**config.mk**
```make
export PLATFORM = sky130hd
export DESIGN_NAME = hsw_dma_path
export DESIGN_NICKNAME = d
export VERILOG_FILES = /design/src/rtl/hsw_pkg.sv /design/src/rtl/hsw_lane_swap.sv /design/src/rtl/hsw_ptr_reg.sv /design/src/rtl/hsw_seq.sv /design/src/rtl/hsw_dma_path.sv
export SDC_FILE = /design/constraint.sdc
export NUM_CORES = 1
export LEC_CHECK = 0
export BUFFER_PORTS_ARGS = -buffer_cell sky130_fd_sc_hd__buf_2
export CORE_UTILIZATION = 54
export DETAILED_ROUTE_END_ITERATION = 10
export HOLD_SLACK_MARGIN = 0.12
export PLACE_DENSITY_LB_ADDON = 0.08
export SKIP_LAST_GASP = 1
export SYNTH_ARGS = -nofsm -noshare
export SYNTH_HDL_FRONTEND = slang
export SYNTH_SLANG_ARGS = --single-unit
```
**constraint.sdc**
```tcl
create_clock -name clk -period 4.54 [get_ports clk]
set_input_delay 0.681 -clock clk [delete_from_list [all_inputs] [get_ports clk]]
set_output_delay 0.681 -clock clk [all_outputs]
set_load 0.005 [all_outputs]
```
**src/rtl/hsw_pkg.sv**
```systemverilog
package hsw_pkg;
  localparam int BEAT_W = 16;
  typedef enum logic [1:0] {ST_IDLE, ST_CMD, ST_DATA, ST_DONE} hsw_state_e;
endpackage

```
**src/rtl/hsw_lane_swap.sv**
```systemverilog
module hsw_lane_swap #(
  parameter int LANES = 1
) (
  input  logic                en,
  input  logic [16*LANES-1:0] d,
  output logic [16*LANES-1:0] q
);
  for (genvar g = 0; g < LANES; g++) begin : g_lane
    assign q[16*g +: 8]   = en ? d[16*g+8 +: 8] : d[16*g +: 8];
    assign q[16*g+8 +: 8] = en ? d[16*g +: 8]   : d[16*g+8 +: 8];
  end
endmodule

```
**src/rtl/hsw_ptr_reg.sv**
```systemverilog
module hsw_ptr_reg #(
  parameter int AW = 32
) (
  input  logic          clk,
  input  logic          rst_n,
  input  logic          load,
  input  logic [AW-1:0] load_val,
  input  logic          adv,
  input  logic [AW-1:0] adv_amt,
  output logic [AW-1:0] q
);
  always_ff @(posedge clk or negedge rst_n) begin
    if (!rst_n)    q <= '0;
    else if (load) q <= load_val;
    else if (adv)  q <= q + adv_amt;
  end
endmodule

```
**src/rtl/hsw_seq.sv**
```systemverilog
module hsw_seq
  import hsw_pkg::*;
#(
  parameter int AW    = 32,
  parameter int LW    = 16,
  parameter int CHUNK = 64
) (
  input  logic          clk,
  input  logic          rst_n,
  input  logic          chan_mode,
  input  logic [AW-1:0] base_addr,
  input  logic [AW-1:0] ptr_q,
  input  logic          req_valid,
  output logic          req_ready,
  input  logic [AW-1:0] req_offset,
  input  logic [LW-1:0] req_len,
  input  logic          req_write,
  input  logic          req_swap,
  output logic          cmd_valid,
  input  logic          cmd_ready,
  output logic [AW-1:0] cmd_addr,
  output logic [LW-1:0] cmd_len,
  output logic          cmd_write,
  output logic          data_phase,
  input  logic          beat_fire,
  output logic          done,
  output logic          adv,
  output logic [AW-1:0] adv_amt,
  output logic          cur_swap,
  output logic          cur_write,
  output logic          cur_chunked
);
  localparam logic [LW-1:0] CHUNK_L = LW'(CHUNK);

  function automatic logic [AW-1:0] merge_addr(input logic [AW-1:0] off,
                                               input logic [AW-1:0] base,
                                               input logic sw);
    logic [AW-1:0] a;
    a = off | base;
    if (sw) a[0] = 1'b0;
    return a;
  endfunction

  function automatic logic [LW-1:0] eff_len(input logic [LW-1:0] len, input logic sw);
    logic [LW-1:0] l;
    l = len;
    if (sw) l[0] = 1'b0;
    return l;
  endfunction

  function automatic logic [LW-1:0] chunk_of(input logic [LW-1:0] rem, input logic ch);
    return (ch && rem > CHUNK_L) ? CHUNK_L : rem;
  endfunction

  function automatic logic [LW-1:0] beats_of(input logic [LW-1:0] len);
    logic [LW:0] t;
    t = {1'b0, len} + 1'b1;
    return t[LW:1];
  endfunction

  hsw_state_e    st;
  logic          mode_q;
  logic [AW-1:0] addr_q;
  logic [LW-1:0] rem_q, tot_q, chunk_q, beats_q;
  logic [LW-1:0] acc_len, chunk_w;

  assign acc_len    = chan_mode ? req_len : eff_len(req_len, req_swap);
  assign chunk_w    = chunk_of(rem_q, cur_chunked);
  assign req_ready  = (st == ST_IDLE);
  assign cmd_valid  = (st == ST_CMD);
  assign cmd_addr   = addr_q;
  assign cmd_len    = chunk_w;
  assign cmd_write  = cur_write;
  assign data_phase = (st == ST_DATA);
  assign done       = (st == ST_DONE);
  assign adv        = done && mode_q;
  assign adv_amt    = AW'(tot_q);

  always_ff @(posedge clk or negedge rst_n) begin
    if (!rst_n) begin
      st          <= ST_IDLE;
      mode_q      <= 1'b0;
      cur_write   <= 1'b0;
      cur_swap    <= 1'b0;
      cur_chunked <= 1'b0;
      addr_q      <= '0;
      rem_q       <= '0;
      tot_q       <= '0;
      chunk_q     <= '0;
      beats_q     <= '0;
    end else begin
      unique case (st)
        ST_IDLE: if (req_valid) begin
          mode_q      <= chan_mode;
          cur_write   <= req_write;
          cur_swap    <= !chan_mode && req_swap;
          cur_chunked <= !chan_mode && req_swap && req_write;
          addr_q      <= chan_mode ? ptr_q : merge_addr(req_offset, base_addr, req_swap);
          rem_q       <= acc_len;
          tot_q       <= req_len;
          st          <= (acc_len == '0) ? ST_DONE : ST_CMD;
        end
        ST_CMD: if (cmd_ready) begin
          chunk_q <= chunk_w;
          beats_q <= beats_of(chunk_w);
          st      <= ST_DATA;
        end
        ST_DATA: if (beat_fire) begin
          if (beats_q == LW'(1)) begin
            rem_q  <= rem_q - chunk_q;
            addr_q <= addr_q + AW'(chunk_q);
            st     <= (rem_q == chunk_q) ? ST_DONE : ST_CMD;
          end else begin
            beats_q <= beats_q - 1'b1;
          end
        end
        default: st <= ST_IDLE;
      endcase
    end
  end
endmodule

```
**src/rtl/hsw_dma_path.sv**
```systemverilog
module hsw_dma_path
  import hsw_pkg::*;
#(
  parameter int AW    = 32,
  parameter int LW    = 16,
  parameter int CHUNK = 64
) (
  input  logic              clk,
  input  logic              rst_n,
  input  logic              chan_mode,
  input  logic [AW-1:0]     base_addr,
  input  logic              ptr_load,
  input  logic [AW-1:0]     ptr_load_val,
  output logic [AW-1:0]     ptr_value,
  input  logic              req_valid,
  output logic              req_ready,
  input  logic [AW-1:0]     req_offset,
  input  logic [LW-1:0]     req_len,
  input  logic              req_write,
  input  logic              req_swap,
  output logic              done_o,
  input  logic              in_valid,
  output logic              in_ready,
  input  logic [BEAT_W-1:0] in_data,
  output logic              out_valid,
  input  logic              out_ready,
  output logic [BEAT_W-1:0] out_data,
  output logic              mem_cmd_valid,
  input  logic              mem_cmd_ready,
  output logic [AW-1:0]     mem_cmd_addr,
  output logic [LW-1:0]     mem_cmd_len,
  output logic              mem_cmd_write,
  output logic              mem_wvalid,
  input  logic              mem_wready,
  output logic [BEAT_W-1:0] mem_wdata,
  input  logic              mem_rvalid,
  output logic              mem_rready,
  input  logic [BEAT_W-1:0] mem_rdata
);
  localparam int LANES = BEAT_W / 16;

  logic          data_phase, beat_fire, cur_swap, cur_write, cur_chunked;
  logic          ptr_adv;
  logic [AW-1:0] ptr_amt;

  hsw_ptr_reg #(.AW(AW)) u_ptr (
    .clk(clk), .rst_n(rst_n), .load(ptr_load), .load_val(ptr_load_val),
    .adv(ptr_adv), .adv_amt(ptr_amt), .q(ptr_value)
  );

  hsw_seq #(.AW(AW), .LW(LW), .CHUNK(CHUNK)) u_seq (
    .clk(clk), .rst_n(rst_n), .chan_mode(chan_mode), .base_addr(base_addr),
    .ptr_q(ptr_value), .req_valid(req_valid), .req_ready(req_ready),
    .req_offset(req_offset), .req_len(req_len), .req_write(req_write),
    .req_swap(req_swap), .cmd_valid(mem_cmd_valid), .cmd_ready(mem_cmd_ready),
    .cmd_addr(mem_cmd_addr), .cmd_len(mem_cmd_len), .cmd_write(mem_cmd_write),
    .data_phase(data_phase), .beat_fire(beat_fire), .done(done_o),
    .adv(ptr_adv), .adv_amt(ptr_amt), .cur_swap(cur_swap),
    .cur_write(cur_write), .cur_chunked(cur_chunked)
  );

  assign mem_wvalid = data_phase && cur_write && in_valid;
  assign in_ready   = data_phase && cur_write && mem_wready;
  assign out_valid  = data_phase && !cur_write && mem_rvalid;
  assign mem_rready = data_phase && !cur_write && out_ready;
  assign beat_fire  = (mem_wvalid && mem_wready) || (mem_rvalid && mem_rready);

  hsw_lane_swap #(.LANES(LANES)) u_wswap (.en(cur_swap), .d(in_data),   .q(mem_wdata));
  hsw_lane_swap #(.LANES(LANES)) u_rswap (.en(cur_swap), .d(mem_rdata), .q(out_data));
endmodule

```
[Word-level counts from Yosys, hierarchy flattened]
Index checks and enable logic that the tools add are counted.
Operators by class
  bitwise operators: 1
  $add $sub $neg: 5
  shift operators: 0
  multiplexer cells: 30
  multiply operators: 0
  equality and inequality tests: 10
  reduce and logical (&&, ||, !) cells: 25
  $lt $le $gt $ge: 1
  div/mod/pow operators: 0
Operators with widths (count)
  32-bit two-way mux: 6
  16-bit two-way mux: 7
  32-bit by 16-bit adder with 32-bit output: 2
  16-bit one-hot mux with 2 select lines: 2
  32-bit one-hot mux with 2 select lines: 1
  8-bit two-way mux: 4
  32-bit bitwise OR: 1
  16-bit by 1-bit adder with 17-bit output, second input constant: 1
  16-bit by 1-bit equality test with 1-bit output, second input constant: 1
  16-bit equality test: 1
  16-bit by 7-bit > comparator with 1-bit output, second input constant: 1
  16-bit zero test: 1
  16-bit by 1-bit subtractor with 16-bit output, second input constant: 1
  16-bit subtractor: 1
  1-bit logical AND: 12
  2-bit two-way mux: 6
  4-bit AND reduction: 3
  2-bit by 1-bit != test with 1-bit output, second input constant: 3
  2-bit one-hot mux with 3 select lines: 1
  2-bit nonzero test: 3
  2-bit equality test, second input constant: 2
  2-bit != test, second input constant: 2
  2-bit AND reduction: 2
  1-bit two-way mux: 3
  4 further kinds: 5
Storage, ports and cells
  output and inout port bits: 120
  memories kept: 0
  word-level logic and storage cells: 83
  register bits: 134
  ROM bits: 0
  input port bits: 156
  RAM bits: 0
  latch bits: 0

[Logic depth before layout (Yosys ltp)]
Gate-level depths: netlist of the first run.
  depth after elaboration: 7
  mapped depth: 13
  gate-level depth less buffers: 12

[By module]
A second synthesis of the first run with hierarchy kept.
Second synthesis, totals
  cell total of the unflattened synthesis: 1328
  area, all modules: 10995.5 sq um
Modules (own cells, without submodules)
  hsw_seq: cells each 922, instances 1, sequential area each 2552.4 sq um, area an instance 7382.1 sq um
  hsw_ptr_reg: cells each 363, instances 1, sequential area each 800.8 sq um, area an instance 3064.2 sq um
  hsw_lane_swap: cells each 18, instances 2, sequential area each 0.0 sq um, area an instance 249.0 sq um
  hsw_dma_path: cells each 7, instances 1, sequential area each 0.0 sq um, area an instance 51.3 sq um

[Least setup slack after synthesis of the first run]
No wires, ideal clock.
  kind: register to register
  start point: register u_seq.rem_q[0]
  end point: register u_seq.beats_q[13]
  setup slack: 1322 ps
  cell stages (with the launch flop): 14
  clock period less this slack: 3218 ps
  data arrival time: 3081 ps
  path buffers: 1
  setup time: 137 ps
  required time: 4403 ps
  cell sequence: dfrtp_1 -> or4_1 -> o31a_1 -> o21ai_1 -> clkbuf_1 -> and2_1 -> ha_1 -> and3_1 -> nand2_1 -> nor3_1 -> nand3_1 -> xnor2_1 -> o21ai_0 -> a21oi_1
Between the ends
  cells in the longest elaborated chain, start to end: 6
Ends and longest elaborated chain
  from (decl): line hsw_seq.sv:64  | logic [LW-1:0] rem_q, tot_q, chunk_q, beats_q;
  from (signal assigned): line hsw_seq.sv:99  | rem_q <= acc_len;
  from (signal assigned): line hsw_seq.sv:110  | rem_q <= rem_q - chunk_q;
  16-bit by 7-bit > comparator with 1-bit output: line hsw_seq.sv:52  | return (ch && rem > CHUNK_L) ? CHUNK_L : rem;
  1-bit logical AND: line hsw_seq.sv:52
  16-bit two-way mux: line hsw_seq.sv:52
  named net mem_cmd_len[1]: line hsw_dma_path.sv:31  | output logic [LW-1:0] mem_cmd_len,
  16-bit by 1-bit adder with 17-bit output: line hsw_seq.sv:57  | t = {1'b0, len} + 1'b1;
  16-bit two-way mux: line hsw_seq.sv:103  | ST_CMD: if (cmd_ready) begin
  16-bit one-hot mux with 2 select lines: line hsw_seq.sv:92  | unique case (st)
  to (signal assigned): line hsw_seq.sv:105  | beats_q <= beats_of(chunk_w);
  to (signal assigned): line hsw_seq.sv:114  | beats_q <= beats_q - 1'b1;
  to (decl): line hsw_seq.sv:64
The timed path passes the listed nets, and every way through them passes these cells. The select of a mux whose other input is x is not followed.
A chain may end at the register's enable or synchronous reset.

[Worst setup path after layout of the first run]
  start point: register u_seq.chunk_q[0]
  end point: register u_seq.addr_q[24] (netlist: u_seq.cmd_addr[24])
Between the ends
  cells in the longest elaborated chain, start to end: 4
Ends and longest elaborated chain
  from (decl): line hsw_seq.sv:64
  from (signal assigned): line hsw_seq.sv:104  | chunk_q <= chunk_w;
  32-bit by 16-bit adder with 32-bit output: line hsw_seq.sv:111  | addr_q <= addr_q + AW'(chunk_q);
  32-bit two-way mux: line hsw_seq.sv:109  | if (beats_q == LW'(1)) begin
  32-bit two-way mux: line hsw_seq.sv:108  | ST_DATA: if (beat_fire) begin
  32-bit one-hot mux with 2 select lines: line hsw_seq.sv:92
  to (signal assigned): line hsw_seq.sv:98  | addr_q <= chan_mode ? ptr_q : merge_addr(req_offset, base_addr, req_swap);
  to (signal assigned): line hsw_seq.sv:111
  to (decl): line hsw_seq.sv:63  | logic [AW-1:0] addr_q;
No other way between the ends. The select of a mux whose other input is x is not followed.

==> results.md, run 1 <==
* Status: complete, no violations
* Distinct cells, synth at 65
* Detailed Place HPWL at 23060 um
* WL met2 at 14330 um
* Drt initial violations at 715
* Routed wl met3 at 2343 um
* Area occupied by multi-input gates at 0.006123 mm^2
* Final setup fails at 0
* Largest net degree at the start of global routing at 109
* Synthesized area at 0.009918 mm^2
* Final net count at 1682
* Final Critical Period at 3.423 ns
* Sequential area share after synthesis at 33.81%
* Setup bufs post-CTS at 0
* Final Max Tran Viols at 0
* Worst setup SP type: register
* Top sig layer: met4
* F_max at 0.2922 GHz
* Vias in the first global route at 9327
* Yosys reg bits at 134
* Unrepaired setup endpoints after global routing: false
* Placed cell area at 0.01143 mm^2
* Max clock buf depth at 2
* Setup tns final at 0 ns
* Period utilization at 75.39%
* Initial core utilization at 55.21%
* Hold-fix buffers, CTS at 0
* Layout Skew at 0.01138 ns
* Post-route cell area at 0.01204 mm^2
* Worst Path Arrival at 3.76 ns
* CTS clk-pin slew, worst paths at 0.06 ns
* Area grow syn2layout at 21.43%
* H-tree levels at 4
* Post-DRT Antenna Nets at 0
* CORE AREA at 0.01796 mm^2
* Hold slack at 0.4130 ns
* Final GP Congestion at 0.9114
* CP Capture Type: register
* TritonCTS Sinks at 134
* All-layer global routing usage at 33.39%
* Met1 WL at 14050 um
* Total wire length at 31380 um
* Synth Area per Inst at 8.070 um^2
* Type of the worst min-delay path: input port to asynchronous set/reset pin
* DR DRC count at 0
* Max Cap Violations at 0
* Ys Warns at 0
* Post_cts resized at 0
* Top Ports at 276
* First-pass DRT Iterations at 7
* Worst-path fanout max at 11
* Syn Nets at 1438
* Vias/cell at 5.911
* Max_slew headroom at 18.54%
* Full die area at 0.01891 mm^2
* Grt ovf at 0
* Ratio of cells with drive above 1 in the final layout at 24.65%
* TritonCTS clock tree: yes
* CP Class: register to register
* Clk root buf: clkbuf_16
* Via count at 10140
* Clock latency on the worst-skew pair at 0.44 ns
* Rows at 49
* Maximum vdd drop at 0.4165 mV
* Top FF cell, synth: dfrtp_1
* Commonest cells after routing, fill and taps aside: 274 x buf_2, 177 x nand2_1, 134 x dfrtp_1
* Die Y at 137.5 um
* IO Port Bufs at 275
* Synthesized instance count at 1229
* First-pass GRT wire length at 48180 um
* Routed len/inst at 18.30 um
* Asr flop ratio synth at 100.0%
* Pwr dens at 723.4 mW/mm^2
* P_leak at 0.005584 uW
* CTS buffer count at 17
* Slew @ Worst Pin at 1.222 ns
* Fillers at 1551
* Register Area at 0.003353 mm^2
* Required @ worst endpoint at 4.88 ns
* Fin. Hold Viols at 0
* Initial antenna violation count at 0
* Die W at 137.5 um
* Most common cell after layout, fill and taps aside: buf_2
* Post-synth EDFFs at 0
-- kinds of logic after synthesis --
group                      count (synthesis)  share of synthesized area, %
AOI/OAI and AO/OA                        367                         22.57
xor gates and xnor gates                  56                         4.945
adders and majority gates                 53                         6.913
buffers and inverters                    114                         4.630
DFF                                      134                         33.81
muxes                                     52                         5.715
and+or+nand+nor                          453                         21.42
-- cells in the mapped netlist (5+ instances only) --
master / number / area share (%)
a211oi_1: 11 / 0.83
nand2b_1: 13 / 0.82
nor4_1: 8 / 0.50
or2_2: 5 / 0.32
a21o_1: 21 / 1.6
mux2i_1: 15 / 1.5
dfrtp_1: 134 / 34
a21oi_1: 96 / 4.8
nor3b_1: 10 / 0.76
clkbuf_1: 51 / 1.9
o21ai_0: 127 / 6.4
nor2b_1: 13 / 0.82
o311ai_1: 6 / 0.53
inv_1: 52 / 2.0
a2111oi_0: 5 / 0.44
nand2_1: 177 / 6.7
nand4_1: 13 / 0.82
and3_1: 16 / 1.0
o31ai_1: 5 / 0.38
or3_1: 17 / 1.1
o311ai_0: 6 / 0.53
nor2_1: 94 / 3.6
buf_2: 7 / 0.35
o211ai_1: 14 / 1.1
ha_1: 50 / 6.3
mux2_2: 37 / 4.2
xnor2_1: 41 / 3.6
nand3_1: 27 / 1.4
nor3_1: 39 / 2.0
a31oi_1: 20 / 1.3
o21a_1: 9 / 0.68
and2_1: 7 / 0.44
xor2_1: 15 / 1.3
-- layer usage --
layer / up-vias / GRT usage, %
met5: - / 0
met4: 0 / 11.60
met3: 55 / 6.659
met2: 386 / 51.59
met1: 4777 / 46.34
li1: 4919 / -
-- per-stage QoR --
step           utilization [%]  instances  power (uW)  setup slack, ns
2_1_floorplan                -       1229        5634            1.322
3_3_place_gp             63.63       1683        6992            1.184
3_5_place_dp             63.63       1683        7076            1.126
4_1_cts                  67.03       1714        8623            1.147
5_1_grt                  67.03       1714        9382           0.8284
6_report                 67.05       1715        8712            1.117
-- final timing paths --
kind	endpoint	cells after the start	from	slack [ns]
hold / removal	u_seq.rem_q[1]	1	rst_n	0.41
setup / recovery	u_seq.cmd_addr[24]	11	u_seq.chunk_q[0]	1.12
setup reg to reg	u_seq.cmd_addr[24]	11	u_seq.chunk_q[0]	1.12
hold reg to reg	u_seq.tot_q[12]	2	u_seq.tot_q[12]	0.49
max in group asynchronous	u_ptr.q[30]	2	rst_n	3.15
min in group clk	u_ptr.q[23]	3	ptr_load_val[23]	0.44
-- flip-flops by register name, summed over array words and instances, names as in the netlist --
signal,count
u_ptr.q,32
u_seq.beats_q,16
u_seq.chunk_q,16
u_seq.cmd_addr,32
u_seq.cmd_write,1
u_seq.cur_chunked,1
u_seq.cur_swap,1
u_seq.mode_q,1
u_seq.rem_q,16
u_seq.st,2
u_seq.tot_q,16
-- area by class of cell --
| class | instances | area share [%] |
|---|---|---|
| Antenna cell | 1 | 0.02078 |
| Clock buffer | 19 | 3.594 |
| Clock inverter | 12 | 1.475 |
| Inverter | 52 | 1.621 |
| Multi-Input combinational cell | 981 | 50.84 |
| Sequential cell | 134 | 27.84 |
| Tap cell | 229 | 2.379 |
| Timing Repair Buffer | 287 | 12.23 |
-- power by group --
part | total, uW | internal, uW | switching [uW]
Clock | 1490 | 918 | 574
Combinational | 4900 | 2110 | 2780
Sequential | 2330 | 1670 | 660
Total | 8710 | 4690 | 4020
-- worst max-delay path, stage by stage, from the launching register on --
cell and delay (ns):
dfrtp_1 0.38, ha_1 0.18, inv_1 0.05, fa_1 0.38, nor2b_1 0.17, o21a_1 0.15, o21ai_0 0.16, a2111oi_0 0.90
o41ai_1 0.14, buf_4 0.21, or3_4 0.34, o311ai_1 0.26
Power figures use the tool's default switching activity.
==> run 2, diff against run 1 <==
- ABC_AREA: unset -> 1
- CORE_UTILIZATION: 54 -> 55
- clock period: 4.54 -> 3.2 ns (I/O delays scaled with it)
==> results.md, run 2 <==
* Most common cell after layout, fill and taps aside: nand2_1
* Register Area at 0.003353 mm^2
* Yosys top cell by area: dfrtp_1
* Distinct cells, synth at 45
* Yosys top cell area share at 31.18%
* Synthesized area at 0.01075 mm^2
* Final Max Tran Viols at 0
* Setup WS post-layout at 0.3992 ns
* Ratio of cells with drive above 1 in the final layout at 17.52%
* WHS Endpoint: u_ptr.q[26]
* Setup tns final at 0 ns
* Synthesized instance count at 1647
* Pint at 6747 uW
* Max clock buf depth at 2
* Sequential share of power at 23.8%
* Final setup fails at 0
* Type of the worst min-delay path: input port to register
* Maximum vdd drop at 0.5033 mV
* Setup bufs post-CTS at 0
* Vias/cell at 5.819
* DR DRC count at 0
* IO Port Bufs at 275
* Fin. Hold Viols at 0
* DP Worst Slack at 0.4617 ns
* Highest cell delay on the worst timing path at 0.46 ns
* Unrepaired setup endpoints after global routing: false
* Fillers at 1746
* Synth Area per Inst at 6.529 um^2
* Die Y at 141.8 um
* CP Class: register to register
* Combinational share of power at 61.9%
* Post-DRT Antenna Nets at 0
* RR Startpoint: u_seq.rem_q[13]
* Post-synth top cells: 404 x nand2_1, 192 x inv_1, 189 x o21ai_0, 176 x nor2_1
* Final GP Congestion at 1.006
* Critical Path, Cell by Cell: nor2_1, nand3_1, nor2_1, nand2_1, nand2_2, inv_1, nor2_1, ha_1, nand4_1, inv_1, nand3_1, a21oi_1, o21ai_0, nand2_1, nand2_1
* Ys Warns at 0
* First-pass DRT Iterations at 8
* Top-count cell post-synth: nand2_1
* CP Capture Type: register
* Routed len/inst at 18.44 um
* Full die area at 0.02011 mm^2
* Die W at 141.8 um
* Initial antenna violation count at 0
* Total wire length at 40160 um
* Detailed Place HPWL at 31180 um
* Switching Fraction at 52.94%
* Final net count at 2114
* Period utilization at 87.53%
* Max_slew headroom at 45.56%
* Initial core utilization at 56.73%
* Worst-path fanout max at 19
* Sequential area share after synthesis at 31.18%
* Status: complete, no violations
* Drt initial violations at 1375
* Worst setup SP type: register
* Yosys reg bits at 134
* Slew @ Worst Pin at 0.8158 ns
* Top FF cell, synth: dfrtp_1
* Clk root buf: clkbuf_16
* All-layer global routing usage at 40.13%
* CORE AREA at 0.01896 mm^2
* Via count at 12670
* R2R Setup Slk at 0.40 ns
* Syn Nets at 1856
* Critical R2R Capture: u_seq.beats_q[9]
* Critical Path Slowest Stage Cell: dfrtp_1
* Post_cts resized at 0
* Max Cap Violations at 0
* Final Critical Period at 2.801 ns
* HP Start: ptr_load_val[26]
* Vias in the first global route at 11240
* Top Ports at 276
* CTS buffer count at 17
* Pwr dens at 1105 mW/mm^2
* Required @ worst endpoint at 3.54 ns
* Commonest cells after routing, fill and taps aside: 404 x nand2_1, 274 x buf_2, 192 x inv_1
* Main area contributors after synthesis: dfrtp_1 31%, nand2_1 14%, o21ai_0 8.8%
* Area occupied by multi-input gates at 0.006426 mm^2
* First-pass GRT wire length at 61150 um
* H-tree levels at 4
* TritonCTS Sinks at 134
* Layout Skew at 0.01681 ns
* P_leak at 0.006690 uW
* TritonCTS clock tree: yes
* Hold depth at 3
* Post-synth EDFFs at 0
* Area grow syn2layout at 20.67%
* Asr flop ratio synth at 100.0%
* Worst Path Arrival at 3.14 ns
* Grt ovf at 0
* CTS clk-pin slew, worst paths at 0.07 ns
* Largest net degree at the start of global routing at 70
* ANT cells at 0
* NetSw at 7591 uW
* Rows at 50
* Worst r2r path cells at 15
* F_max at 0.3570 GHz
* Clock network fraction of total power at 14.3%
* Clock latency on the worst-skew pair at 0.44 ns
run 2: changes by cell type in the layout (fill, tap and decap cells not counted), moves of 29 or more:
cell	before	now
a21oi_1	95	134
inv_1	52	192
mux2_2	37	0
nand2_1	177	404
nand3_1	27	85
nor2_1	93	176
o21ai_0	127	189
xnor2_1	41	12
run 2: cell type report:
class,instances,area share [%]
clock buffers,18,3.308
clock inverters,14,1.273
inverters,196,5.670
multi-input cells,1262,49.53
flip-flops and latches,134,25.84
well taps,260,2.507
repair buffers,294,11.87
run 2: timing repair:
| item | CTS | global route |
|---|---|---|
| hold endpoints to repair | 67 | 0 |
| setup endpoints to repair | 0 | 0 |
| hold buffers | 1 | 0 |
run 2: logic make-up after synthesis:
kind of cell	synth area share [%]
simple gates	28.88
compound gates	21.17
buf+inv	9.053
flops	31.18
fa+ha+maj	6.377
xor+xnor	3.339
run 2: critical path: cells and delay by family (launching register included):
kind | cells | cell delay (ns)
adders and majority gates | 1 | 0.24
buffers and inverters | 2 | 0.40
AOI/OAI and AO/OA | 2 | 0.28
and+or+nand+nor | 10 | 1.32
DFF | 1 | 0.46
run 2: worst max-delay path by stage:
stage	startpoint	endpoint	slack, ns	cells after the start
floorplan	u_seq.rem_q[12]	u_seq.beats_q[9]	1.01	15
global placement	u_ptr.q[0]	u_ptr.q[22]	0.56	13
detailed placement	u_seq.rem_q[13]	u_seq.beats_q[9]	0.46	15
CTS	u_seq.rem_q[13]	u_seq.beats_q[9]	0.45	15
global route	u_seq.rem_q[15]	u_seq.beats_q[9]	0.14	15
finish	u_seq.rem_q[13]	u_seq.beats_q[9]	0.40	15
run 2: per-layer routing:
layer | track usage [%] | routed length, um | vias to the layer above
li1 | - | - | 5988
met1 | 57.08 | 16840 | 5807
met2 | 59.76 | 17420 | 784
met3 | 9.247 | 4614 | 95
met4 | 13.64 | 1292 | 0
met5 | 0 | 0 | -
run 2: stage by stage:
step | instance area, um^2 | utilization [%] | hold WS (ns) | total power, uW | cells
4_1_cts | 12970 | 68.45 | 0.2528 | 14070 | 2178
3_5_place_dp | 12370 | 65.26 | 0.4743 | 11950 | 2145
2_1_floorplan | 10750 | - | 0.1844 | 9087 | 1647
6_report | 12970 | 68.45 | 0.2504 | 14340 | 2178
5_1_grt | 12970 | 68.45 | 0.2596 | 15380 | 2178
3_3_place_gp | 12370 | 65.26 | 0.4704 | 11830 | 2145
run 2: power by group through the flow:
stage / Clock [uW] / Combinational (uW) / Sequential (uW)
after floorplan: 0 / 6010 / 3070
after global placement: 0 / 8470 / 3360
after detailed placement: 0 / 8570 / 3380
after CTS: 2060 / 8660 / 3360
after global routing: 2140 / 9790 / 3450
final: 2060 / 8880 / 3410
==> run 3, diff against run 2 <==
--- a/config.mk
+++ b/config.mk
@@ -9,2 +9,3 @@
 export BUFFER_PORTS_ARGS = -buffer_cell sky130_fd_sc_hd__buf_2
+export CORE_ASPECT_RATIO = 0.6
 export CORE_UTILIZATION = 55
==> constraint.sdc (replaced) <==
create_clock -name clk -period 3.2 [get_ports clk]
set_input_delay 0.64 -clock clk [delete_from_list [all_inputs] [get_ports clk]]
set_output_delay 0.64 -clock clk [all_outputs]
set_load 0.005 [all_outputs]
==> results.md, run 3 (synthesis gave the netlist of run 2 again) <==
* Worst setup SP type: register
* Die Y at 110.3 um
* Critical Path, Cell by Cell: ha_1, inv_1, fa_1, o21ai_1, a21oi_1, o21ai_1, nand2_1, o21bai_1, a21oi_1, o21ai_0
* M2 GR Usage at 57.61%
* Ratio of cells with drive above 1 in the final layout at 17.58%
* First-pass DRT Iterations at 6
* Highest cell delay on the worst timing path at 0.43 ns
* Final Max Tran Viols at 0
* Full die area at 0.02013 mm^2
* Die W at 182.5 um
* Placed cell area at 0.01237 mm^2
* Layout Skew at 0.007839 ns
* Hold slack at 0.4197 ns
* Met3 Usage GRT at 13.93%
* Initial antenna violation count at 2
* H-tree levels at 4
* P_leak at 0.006686 uW
* Fin. Hold Viols at 0
* Slew @ Worst Pin at 0.9421 ns
* Commonest cells after routing, fill and taps aside: 404 x nand2_1, 274 x buf_2, 192 x inv_1
* Setup WS post-layout at 0.3461 ns
* Rows at 39
* TritonCTS Sinks at 134
* Post-route cell area at 0.01300 mm^2
* Worst-path fanout max at 4
* Final Critical Period at 2.854 ns
* Routed len/inst at 19.07 um
* Busiest grt layer: met1
* F_max at 0.3504 GHz
* Type of the worst min-delay path: input port to register
* CP delay by family, top: compound AO/OA/AOI/OAI gates
* CTS clk-pin slew, worst paths at 0.06 ns
* Pwr dens at 1122 mW/mm^2
* Detailed Place HPWL at 32280 um
* Most common cell after layout, fill and taps aside: nand2_1
* Grt ovf at 0
* Status: complete, no violations
* Initial core utilization at 56.36%
* Clock latency on the worst-skew pair at 0.44 ns
* Top Ports at 276
* Clk root buf: clkbuf_16
* DR DRC count at 0
* RR Startpoint: u_ptr.q[0]
* Max_slew headroom at 37.19%
* Worst Path Arrival at 3.22 ns
* Worst setup path startpoint: u_ptr.q[0]
* First-pass GRT wire length at 61960 um
* CORE AREA at 0.01908 mm^2
* Largest net degree at the start of global routing at 77
* Final setup fails at 0
* IO Port Bufs at 275
* Final GP Congestion at 1.039
* CP Capture Type: register
* Drt initial violations at 1726
* Max clock buf depth at 2
* All-layer global routing usage at 41.20%
* TritonCTS clock tree: yes
* GRT met1 Usage at 59.41%
* DP Worst Slack at 0.5555 ns
* Unrepaired setup endpoints after global routing: false
* Area grow syn2layout at 20.86%
* Period utilization at 89.19%
* Via count at 12860
* Max Cap Violations at 0
* ANT cells at 0
* Critical Path Slowest Stage Cell: o21ai_1
* Vias in the first global route at 11010
* CP Class: register to register
* HP Start: ptr_load_val[26]
* Post-DRT Antenna Nets at 0
* Maximum vdd drop at 0.8766 mV
* Setup tns final at 0 ns
* Total wire length at 41640 um
* Vias/cell at 5.889
* Final net count at 2113
* CTS buffer count at 17
* Required @ worst endpoint at 3.56 ns
* Post_cts resized at 0
* Fillers at 1726
* Bufs and invs on worst path at 1
==> run 3: power by group <==
part / switching, uW / leakage, uW / internal, uW
clock: 866 / 0.000293 / 1250
sequential: 1090 / 0.00162 / 2450
combinational: 5800 / 0.00477 / 3120
total: 7760 / 0.00669 / 6830
==> run 3: repair_timing <==
item	in CTS	in global routing
setup buffers	0	0
endpoints found under the setup margin	0	0
hold endpoints to repair	30	0
hold buffers	1	0
==> run 3: cell type report <==
class                   count  area, um^2  share of cell area [%]
multi-input cells        1262        6426                   49.45
inverters                 196       735.7                   5.661
repair buffers            293        1533                   11.79
well taps                 266       332.8                   2.561
clock inverters            14       175.2                   1.348
flip-flops and latches    134        3354                   25.81
clock buffers              18       439.2                   3.379
==> run 3: per-stage QoR <==
step,utilization [%],power [uW],instances
CTS,68.12,14210,2183
global route,68.12,15640,2183
finish,68.12,14590,2183
detailed placement,64.84,12040,2150
global placement,64.84,11930,2150
floorplan,-,9087,1647
==> run 3: final timing paths <==
path / depth (start not counted) / to / slack [ns]
min reg2reg: 2 / u_seq.tot_q[0] / 0.48
min in group asynchronous: 2 / u_seq.cmd_addr[9] / 0.65
max reg2reg: 10 / u_ptr.q[28] / 0.35
max in group asynchronous: 3 / u_seq.cur_swap / 1.79
max: 10 / u_ptr.q[28] / 0.35
min: 3 / u_ptr.q[26] / 0.42
==> run 3: worst reg2reg max path, stage by stage (launching register included) <==
cell and delay [ns]:
dfrtp_1 0.39, ha_1 0.22, inv_1 0.09, fa_1 0.41
o21ai_1 0.32, a21oi_1 0.19, o21ai_1 0.43, nand2_1 0.25
o21bai_1 0.23, a21oi_1 0.09, o21ai_0 0.16
==> run 3: layer usage <==
| layer | routed length (um) | part of all wire, % | vias to the layer above |
|---|---|---|---|
| li1 | - | - | 5987 |
| met1 | 18050 | 43 | 5951 |
| met2 | 16600 | 40 | 825 |
| met3 | 6073 | 15 | 87 |
| met4 | 835 | 2.0 | 6 |
| met5 | 75 | 0.18 | - |
